File: src/rtl/dsadc_pkg.sv
package dsadc_pkg;
    typedef enum logic [1:0] {
        ST_AUTOZERO = 2'b00,
        ST_CHARGE   = 2'b01,
        ST_RUNDOWN  = 2'b10
    } dsadc_state_t;

    typedef enum logic [1:0] {
        SW_OPEN = 2'b00,
        SW_VIN  = 2'b01,
        SW_VREF = 2'b10
    } dsadc_sw_t;
endpackage

File: src/rtl/dsadc_phase_cnt.sv
module dsadc_phase_cnt #(
    parameter int W = 8
) (
    input  logic         clk,
    input  logic         rst_n,
    input  logic         clr_i,
    input  logic         en_i,
    output logic [W-1:0] cnt_o,
    output logic         full_o
);
    always_ff @(posedge clk) begin
        if (!rst_n)      cnt_o <= '0;
        else if (clr_i)  cnt_o <= '0;
        else if (en_i)   cnt_o <= cnt_o + 1'b1;
    end

    assign full_o = &cnt_o;

    // the counter advances by exactly one per enabled cycle
    a_r3_count_step: assert property (@(posedge clk) disable iff (!rst_n)
        ($past(rst_n) && !clr_i && en_i && !full_o) |=> (cnt_o == $past(cnt_o) + 1'b1));
endmodule

File: src/rtl/dsadc_fsm.sv
module dsadc_fsm
    import dsadc_pkg::*;
(
    input  logic      clk,
    input  logic      rst_n,
    input  logic      start_i,
    input  logic      cmp_i,
    input  logic      full_i,
    output dsadc_sw_t sw_o,
    output logic      clr_o,
    output logic      en_o,
    output logic      cap_o,
    output logic      clip_o
);
    dsadc_state_t state_q, state_d;

    always_ff @(posedge clk) begin
        if (!rst_n) state_q <= ST_AUTOZERO;
        else        state_q <= state_d;
    end

    always_comb begin
        state_d = state_q;
        sw_o    = SW_OPEN;
        clr_o   = 1'b0;
        en_o    = 1'b0;
        cap_o   = 1'b0;
        clip_o  = 1'b0;
        unique case (state_q)
            ST_AUTOZERO: begin
                if (start_i) begin
                    state_d = ST_CHARGE;
                    clr_o   = 1'b1;
                end
            end
            ST_CHARGE: begin
                sw_o = SW_VIN;
                if (full_i) begin
                    state_d = ST_RUNDOWN;
                    clr_o   = 1'b1;
                end else begin
                    en_o = 1'b1;
                end
            end
            ST_RUNDOWN: begin
                sw_o = SW_VREF;
                if (!cmp_i) begin
                    state_d = ST_AUTOZERO;
                    cap_o   = 1'b1;
                end else if (full_i) begin
                    state_d = ST_AUTOZERO;
                    cap_o   = 1'b1;
                    clip_o  = 1'b1;
                end else begin
                    en_o = 1'b1;
                end
            end
            default: state_d = ST_AUTOZERO;
        endcase
    end

    // the charge window is not cut short
    a_r3_charge_hold: assert property (@(posedge clk) disable iff (!rst_n)
        (state_q == ST_CHARGE && !full_i) |=> (state_q == ST_CHARGE));
    // a running conversion never drops straight back to rest from charge
    a_r8_no_restart: assert property (@(posedge clk) disable iff (!rst_n)
        (state_q == ST_CHARGE) |=> (state_q != ST_AUTOZERO));
    // rundown continues while the comparator is high and the count has room
    a_r4_rundown_hold: assert property (@(posedge clk) disable iff (!rst_n)
        (state_q == ST_RUNDOWN && cmp_i && !full_i) |=> (state_q == ST_RUNDOWN));
endmodule

File: src/rtl/dsadc_result.sv
module dsadc_result #(
    parameter int W = 8
) (
    input  logic         clk,
    input  logic         rst_n,
    input  logic         cap_i,
    input  logic         clip_i,
    input  logic [W-1:0] cnt_i,
    output logic [W-1:0] result_o,
    output logic         ovr_o,
    output logic         done_o
);
    always_ff @(posedge clk) begin
        if (!rst_n) begin
            result_o <= '0;
            ovr_o    <= 1'b0;
            done_o   <= 1'b0;
        end else begin
            done_o <= cap_i;
            if (cap_i) begin
                result_o <= clip_i ? {W{1'b1}} : cnt_i;
                ovr_o    <= clip_i;
            end
        end
    end

    // an overrange result is always saturated
    a_r6_ovr_saturated: assert property (@(posedge clk) disable iff (!rst_n)
        ovr_o |-> (&result_o));
    // done lasts a single cycle
    a_r7_done_single: assert property (@(posedge clk) disable iff (!rst_n)
        done_o |=> !done_o);
    // outputs are stable between strobes
    a_r7_result_hold: assert property (@(posedge clk) disable iff (!rst_n)
        (!cap_i && $past(rst_n)) |=> ($stable(result_o) && $stable(ovr_o)));
endmodule

File: src/rtl/dual_slope_ctrl.sv
module dual_slope_ctrl
    import dsadc_pkg::*;
#(
    parameter int N = 8
) (
    input  logic         clk,
    input  logic         rst_n,
    input  logic         start_i,
    input  logic         cmp_i,
    output logic [1:0]   sw_sel_o,
    output logic [N-1:0] result_o,
    output logic         done_o,
    output logic         ovr_o
);
    localparam int CNT_W = N;

    dsadc_sw_t        sw;
    logic             clr, en, cap, clip, full;
    logic [CNT_W-1:0] cnt;

    dsadc_phase_cnt #(.W(CNT_W)) u_cnt (
        .clk(clk), .rst_n(rst_n), .clr_i(clr), .en_i(en),
        .cnt_o(cnt), .full_o(full)
    );

    dsadc_fsm u_fsm (
        .clk(clk), .rst_n(rst_n), .start_i(start_i), .cmp_i(cmp_i),
        .full_i(full), .sw_o(sw), .clr_o(clr), .en_o(en),
        .cap_o(cap), .clip_o(clip)
    );

    dsadc_result #(.W(CNT_W)) u_res (
        .clk(clk), .rst_n(rst_n), .cap_i(cap), .clip_i(clip), .cnt_i(cnt),
        .result_o(result_o), .ovr_o(ovr_o), .done_o(done_o)
    );

    assign sw_sel_o = sw;

    // the switch is open in the cycle the strobe appears
    a_r4_open_at_done: assert property (@(posedge clk) disable iff (!rst_n)
        done_o |-> (sw_sel_o == 2'b00));
endmodule

File: config.mk
export PLATFORM = sky130hd
export DESIGN_NAME = dual_slope_ctrl
export DESIGN_NICKNAME = d
export VERILOG_FILES = /design/src/rtl/dsadc_pkg.sv /design/src/rtl/dsadc_phase_cnt.sv /design/src/rtl/dsadc_fsm.sv /design/src/rtl/dsadc_result.sv /design/src/rtl/dual_slope_ctrl.sv
export SDC_FILE = /design/constraint.sdc
export NUM_CORES = 1
export LEC_CHECK = 0
export BUFFER_PORTS_ARGS = -buffer_cell sky130_fd_sc_hd__buf_2
export CAP_MARGIN = 15
export CORE_MARGIN = 1
export CORE_UTILIZATION = 48
export CTS_CLUSTER_DIAMETER = 40
export DETAILED_ROUTE_END_ITERATION = 6
export PLACE_DENSITY = 0.73
export SYNTH_ARGS = -nofsm -noshare
export SYNTH_HDL_FRONTEND = slang
export SYNTH_SLANG_ARGS = --single-unit
File: constraint.sdc
create_clock -name clk -period 1.8 [get_ports clk]
set_clock_uncertainty 0.05 [all_clocks]
set_input_delay 0.54 -clock clk [delete_from_list [all_inputs] [get_ports clk]]
set_output_delay 0.54 -clock clk [all_outputs]
set_load 0.05 [all_outputs]
# Yosys cells after proc, flatten, opt, wreduce, memory -nomap -nowiden
# Index checks and enable logic that the tools add are counted.
# W data, S select, Z words.
# classes
eq_ne	5
add_sub_neg	1
mux	17
n_bitwise	1
reduce_logical	4
# ops
cell	n
$add A8 B1 Y8 const B	1
$mux W1	8
$mux W2	4
$mux W8	1
$reduce_and A8 Y1	1
$pmux W2 S3	1
$ne A2 B2 Y1 const B	2
$pmux W1 S2	2
$pmux W2 S2	1
$ne A3 B3 Y1 const B	1
$reduce_and A3 Y1	1
$eq A2 B1 Y1 const B	1
$eq A2 B2 Y1 const B	1
$logic_not A2 Y1	1
$reduce_or A2 Y1	1
$not A1 Y1	1
# word_totals
input_bits	4
out_inout_bits	12
wordCells	33
reg_bits	20

# Longest topological paths before layout
# Gate-level depths: netlist of run 1.
# logic_depth
word_depth	5
ltp_mapped	6
depth_no_buf	6

# Hierarchy
# A second synthesis of run 1 with hierarchy kept.
# unflattened
cells_unflattened	89
hier_area_um2	920.9
# modules_own_cells
mod	area_each_um2	seq_area_each_um2	cells_each	instances
dsadc_phase_cnt	354.1	160.2	40	1
dsadc_result	351.6	200.2	25	1
dsadc_fsm	215.2	40.0	24	1

# Worst setup path after synthesis of run 1
# No wires, ideal clock.
# synth_path
kind	register to register
from	reg u_fsm.state_q[0]
to	reg u_cnt.cnt_o[5]
path_slack_ns	-0.103
synth_period_minus_slack_ns	1.903
stages_incl_launch_ff	7
path_buffers	0
setup_time_ns	0.073
arrival_ns	1.779
t_required_ns	1.677
path_cell_list	dfxtp_1 > inv_1 > ha_1 > a21o_2 > o211ai_2 > or3_1 > a21oi_1
# synth_via
elab_chain_len	3
word_cells_on_any_way	6
classes_between	2 x eq/ne; 2 x mux; 2 x reduce/logical
# synth_lines
element	line_no	text
from (decl)	dsadc_fsm.sv:15	dsadc_state_t state_q, state_d;
from (signal assigned)	dsadc_fsm.sv:19	else state_q <= state_d;
$eq A2 B1 Y1 or $logic_not A2 Y1 (tied branches)	dsadc_fsm.sv:29	unique case (state_q)
$pmux W1 S2	dsadc_fsm.sv:29	
$reduce_or A2 Y1 (no line)	n/a	
to (signal assigned)	dsadc_phase_cnt.sv:14	else if (en_i) cnt_o <= cnt_o + 1'b1;
to (decl)	dsadc_phase_cnt.sv:8	output logic [W-1:0] cnt_o,
# Parallel ways exist; a longest one is shown, timed or not.
# A chain may end at the register's enable or synchronous reset.

# Worst setup path after layout of run 1
# layout_path
from	reg u_fsm.state_q[0]
to	out sw_sel_o[1]
# layout_via
elab_chain_len	2
word_cells_on_any_way	3
classes_between	2 x eq/ne; 1 x mux
# layout_lines
element	line_no	text
$eq A2 B2 Y1 or $eq A2 B1 Y1 (tied branches)	dsadc_fsm.sv:29	
$pmux W2 S2 *	dsadc_fsm.sv:29	
to (decl)	dual_slope_ctrl.sv:10	output logic [1:0] sw_sel_o,
# Every way passes the cells marked *; elsewhere a longest branch is shown, timed or not.

==> results of run 1 <==
[cell usage in the layout, fill, tap and decap left out]
| cell type | netlist | final |
|---|---|---|
| nand2b_1 | 1 | 1 |
| and2_1 | 2 | 2 |
| o2111ai_1 | 1 | 1 |
| a211oi_1 | 1 | 1 |
| o221a_2 | 7 | 7 |
| bufinv_16 | 0 | 1 |
| nand3_1 | 4 | 4 |
| inv_1 | 3 | 3 |
| and4_4 | 0 | 1 |
| nor3_1 | 1 | 1 |
| and4_1 | 2 | 1 |
| nor2_1 | 6 | 6 |
| mux2i_1 | 4 | 4 |
| dfxtp_1 | 20 | 18 |
| o211ai_4 | 0 | 1 |
| a21oi_1 | 3 | 2 |
| nor2b_1 | 1 | 1 |
| o211ai_1 | 1 | 1 |
| a31oi_1 | 1 | 1 |
| clkbuf_4 | 0 | 3 |
| and3_2 | 1 | 1 |
| buf_4 | 1 | 2 |
| buf_6 | 0 | 2 |
| a21oi_2 | 0 | 1 |
| buf_2 | 0 | 13 |
| xor2_1 | 4 | 4 |
| o21ai_0 | 2 | 2 |
| a21boi_4 | 1 | 1 |
| a21o_2 | 1 | 1 |
| ha_1 | 6 | 5 |
| nand4_1 | 3 | 3 |
| ha_2 | 0 | 1 |
| dfxtp_2 | 0 | 2 |
| nand2_1 | 10 | 10 |
| or3_1 | 2 | 2 |
[area by class of cell]
class / count / area [µm²]
fill: 160 / 656
multi-input combinational: 66 / 508
tap: 25 / 31.3
timing repair buffer: 17 / 103
clock inverter: 1 / 30.0
clock buffer: 3 / 22.5
inverter: 3 / 11.3
sequential: 20 / 403
[worst max-delay path by stage]
stage	to	from	slack (ns)	cells past startpoint
after floorplan	u_cnt.cnt_o[5]	u_fsm.state_q[0]	0.08	6
after detailed placement	u_cnt.cnt_o[7]	u_fsm.state_q[0]	0.05	6
final	sw_sel_o[1]	u_fsm.state_q[0]	0.04	3
after CTS	sw_sel_o[1]	u_fsm.state_q[0]	0.003	3
after global placement	u_cnt.cnt_o[5]	u_fsm.state_q[0]	0.13	6
after global routing	sw_sel_o[1]	u_fsm.state_q[0]	-0.03	3
[cells by family after synthesis]
family / share of synthesized area (%)
AO/OA/AOI/OAI: 18.9
XOR/XNOR: 3.80
adder cells (fa/ha/maj): 8.15
buffers and inverters: 3.26
flip-flops: 43.5
multiplexers: 4.35
AND/OR/NAND/NOR: 18.1
[state kept, by name, summed over array words and instances, names as in the netlist]
name	cells
u_cnt.cnt_o	8
u_res.result_o	8
u_fsm.state_q	2
u_res.done_o	1
u_res.ovr_o	1
[worst max-delay path, stage by stage (launching register included)]
cell	delay (ns)
dfxtp_2	0.35
inv_1	0.10
ha_2	0.24
buf_6	0.17
[power groups by stage]
stage / Sequential, µW / Combinational [µW] / Clock (µW)
after floorplan: 591 / 288 / 0
after global placement: 520 / 431 / 0
after detailed placement: 525 / 446 / 0
after CTS: 516 / 457 / 368
after global routing: 524 / 513 / 388
final: 517 / 475 / 359
[layer usage]
layer  share of wire, %  up-vias  wire length [µm]  track usage, %
met5                  0        -                 0               0
met4               0.77        0                14            3.53
met3                5.9        2               106            7.14
met2                 48       18               868            34.9
met1                 45      356               820            23.3
li1                   -      374                 -               -
[metrics by stage]
| stage | total power (µW) | setup WS (ns) | utilization [%] | cell area (µm²) |
|---|---|---|---|---|
| finish | 1350 | 0.0411 | 62.8 | 1110 |
| global route | 1420 | -0.0341 | 62.8 | 1110 |
| CTS | 1340 | 0.00330 | 61.5 | 1080 |
| detailed placement | 971 | 0.0464 | 58.2 | 1030 |
| global placement | 952 | 0.126 | 58.2 | 1030 |
| floorplan | 878 | 0.0783 | - | 923 |
[what timing repair did]
item	CTS	global route
gates resized for setup	3	6
endpoints found under the hold margin	0	0
endpoints found under the setup margin	2	4
==> impl_metrics.toml, run 1 <==
[critical_path]
crit_arrival_ns = 1.17
reg2reg_to = "u_cnt.cnt_o[5]"
endpoint_kind = "primary output"
rrSetupSlack_ns = 0.10
crit_required_ns = 1.21
crit_type = "reg2out"
r2r-start = "u_fsm.state_q[0]"
start_kind = "register"
cp_max_fo = 5
worstRegToRegCells = 6

[grt]
grt_max_degree = 17
antenna_found_initial = 0
grt_pass1_wl_mm = 2.99
grt_overflow = 0
groute.usage.overall_pct = 19.9
grt_pass1_vias = 680

[hold_path]
hp-start = "u_fsm.state_q[1]"
hold_depth = 2
worstHoldEndpoint = "u_fsm.state_q[1]"
hp-class = "reg2reg"

[sta]
drv_slew = 0
tns_ns = 0
fin_crit_ns = 1.76
relSlewSlack_pct = 77.0
whs_ns = 0.431
fin_crit_sh_pct = 97.7
tightest_slew_ns = 0.344
hold_viol = 0
setup_viol = 0
fmax_mhz = 569
rsz0062_at_grt = "yes"

[synth]
synthCells = 93
synthFlopType = "dfxtp_1"
synth_edf_count = 0
yosysTopAreaCellShare_pct = 43.5
async_flop_share_pct = 0
synth_area_leaders = "dfxtp_1, o221a_2, ha_1"
yosys_warnings = 0
synth_commonest_cells = "dfxtp_1, nand2_1, o221a_2"
netlist_area_um2 = 921
ys_seq_area_share_pct = 43.5
ys_ff_latch = 20
synthDistinctLibCells = 29
syn_nets = 103
yosysMostFrequentCell = "dfxtp_1"
syn_avg_cell_area_um2 = 9.90
synth_top_area_cell = "dfxtp_1"

[clock_network]
cts.path.max_buffers = 2
clk_latency_ns = 0.30
cts_tree = "done"
cts_hold_buf = 0
clock-sinks = 20
cts_root_buf = "clkbuf_4"
clk_pin_slew_worst_paths_ns = 0.10
cts_setup_buffers = 0
h-tree-depth = 1
cts_buffers = 3

[status]
status = "finished, final reports clean"

[drt]
wl_mm = 1.81
vias = 750
drtIter0Drc = 25
ant_nets = 0
drt_pass1_iterations = 4
drc_errors = 0
wire_per_inst_um = 13.4
via_per_inst = 5.56

[placement]
dp.cells = 131
place.gp.congestion = 0.823
portBuffers = 15
hpwl_mm = 1.40

[power]
leakagePower_uw = 0.000464
ir_worst_vdd_uv = 712
p_comb_share_pct = 35.2
power.density_mw_per_mm2 = 1220
pwr-share-seq_pct = 38.3
p_sw_share_pct = 34.5
clockPowerShare_pct = 26.6
p_int_uw = 885
power.net_switching_uw = 467

[floorplanning]
rows = 15
die_w_um = 45.8
die-area_mm2 = 0.00210
core_mm2 = 0.00176
io_pins = 16
die_y_um = 45.8
start_util_pct = 52.2

[finish]
layout.nets = 121
drive_gt1_share_pct = 33.6
diodes = 0
syn2layout_area_growth_pct = 20.4
instances_no_fill = 135

[flow_run]
drv_cap = 0
No activity file was read; power rests on OpenSTA's default activity.
==> run 2: changes to the inputs <==
RECOVER_POWER = 50   (was unset)
SETUP_SLACK_MARGIN = 0.05   (was unset)
==> run 2 against run 1 <==
Against the previous run:
- hold slack better by 0.00052 ns
- sequential share of layout area is 1.2 points lower
- register-to-register slack hardly changed
- sequential cell count stayed put
- global-route usage is 0.16 points higher
- sequential power is 1% higher
- first-iteration DRC count is 12% higher
- combinational power is 16% higher
- final cell count is 1.5% higher
- critical path depth stayed put
==> impl_metrics.toml, run 2 (synthesized netlist as in run 1, its figures left out) <==
[clock_network]
cts_buffers = 3
cts_root_buf = "clkbuf_4"
clk_pin_slew_worst_paths_ns = 0.11
cts.path.max_buffers = 2
cts_tree = "done"
h-tree-depth = 1
clock-sinks = 20
clk_latency_ns = 0.31

[sta]
hold_viol = 0
relSlewSlack_pct = 76.1
tns_ns = 0
drv_slew = 0
rsz0062_at_grt = "yes"
fin_crit_ns = 1.72
finalWorstSetupSlack_ns = 0.0799
fmax_mhz = 581
fin_crit_sh_pct = 95.6
setup_viol = 0
tightest_slew_ns = 0.358

[placement]
dp.cells = 131
dpl_worst_slack_ns = 0.0464
portBuffers = 15
place.gp.congestion = 0.823
place_area_mm2 = 0.00103
hpwl_mm = 1.40

[drt]
ant_nets = 0
drc_errors = 0
wl_mm = 1.97
vias = 782
drtIter0Drc = 28
drt_pass1_iterations = 4
via_per_inst = 5.71
wire_per_inst_um = 14.4

[power]
power.density_mw_per_mm2 = 1250
ir_worst_vdd_uv = 714
leakagePower_uw = 0.000467

[flow_run]
drv_cap = 0

[finish]
top_regs = "u_cnt.cnt_o: 8 flops, u_res.result_o: 8 flops, u_fsm.state_q: 2 flops"
layout.nets = 123
diodes = 0
instances_no_fill = 137
syn2layout_area_growth_pct = 25.3
drive_gt1_share_pct = 38.4
final_area_mm2 = 0.00115
final_cell_mix = "dfxtp_1, nand2_1, clkbuf_2"
layout_commonest_cell = "dfxtp_1"

[grt]
grt_max_degree = 17
antenna_found_initial = 0
grt_pass1_wl_mm = 3.01
grt_pass1_vias = 686
grt_overflow = 0
groute.usage.overall_pct = 20.0

[floorplanning]
start_util_pct = 52.2
die_w_um = 45.8
die_y_um = 45.8
io_pins = 16
die-area_mm2 = 0.00210
rows = 15
core_mm2 = 0.00176

[critical_path]
cp_slowest_cell = "dfxtp_2"
crit_family = "flip-flops"
crit_type = "reg2out"
path_cells = "clkbuf_4, ha_2, buf_6"
start_kind = "register"
cp.buffers_inverters = 2
cp_max_fo = 3
crit_required_ns = 1.21
endpoint_kind = "primary output"
slowest_delay_ns = 0.36
crit_arrival_ns = 1.13

[hold_path]
hp-class = "reg2reg"

[status]
status = "finished, final reports clean"
-- run 2: changes by cell type in the layout (fill, tap and decap cells not counted), sizes merged --
| cell | change |
|---|---|
| buf | -9 |
| clkbuf | +11 |
-- run 2: timing repair --
action | CTS | global route
pin swaps | 0 | 2
hold endpoints to repair | 0 | 0
setup buffers | 0 | 2
setup endpoints to repair | 4 | 6
resized for setup | 5 | 11
hold buffers | 0 | 0
-- run 2: per-stage QoR --
| stage | power, µW | hold WS [ns] | util, % |
|---|---|---|---|
| after floorplan | 878 | 0.404 | - |
| final | 1440 | 0.432 | 65.4 |
| after global routing | 1500 | 0.464 | 65.4 |
| after global placement | 952 | 0.393 | 58.2 |
| after detailed placement | 971 | 0.410 | 58.2 |
| after CTS | 1350 | 0.435 | 61.8 |
-- run 2: final timing paths --
path | from | endpoint | depth (start not counted) | slack [ns]
max reg2reg | u_fsm.state_q[0] | u_cnt.cnt_o[1] | 7 | 0.10
min reg2reg | u_res.result_o[3] | u_res.result_o[3] | 2 | 0.43
min | u_res.result_o[3] | u_res.result_o[3] | 2 | 0.43
max | u_fsm.state_q[0] | sw_sel_o[0] | 3 | 0.08
-- run 2: per-layer routing --
| layer | track usage (%) | share of wire, % | wire length (µm) |
|---|---|---|---|
| met5 | 0 | 0 | 0 |
| met4 | 3.53 | 1.5 | 30 |
| met3 | 7.14 | 5.0 | 98 |
| met2 | 35.1 | 51 | 995 |
| met1 | 23.5 | 43 | 845 |
-- run 2: tightest hold or removal path, cell delays in order, from the launching register on --
cell and delay [ns]:
dfxtp_1 0.33, nand2_1 0.05, mux2i_1 0.06
-- run 2: final cells by class --
cell class	count	area, µm²
Inverter	3	13.8
Fill cell	151	611
Clock inverter	1	30.0
Multi-Input combinational cell	66	533
Tap cell	25	31.3
Timing Repair Buffer	19	118
Clock buffer	3	22.5
Sequential cell	20	405
-- run 2: power breakdown --
part | internal, µW | switching (µW)
registers | 489 | 35.2
logic | 216 | 334
clock network | 225 | 137
total | 930 | 507
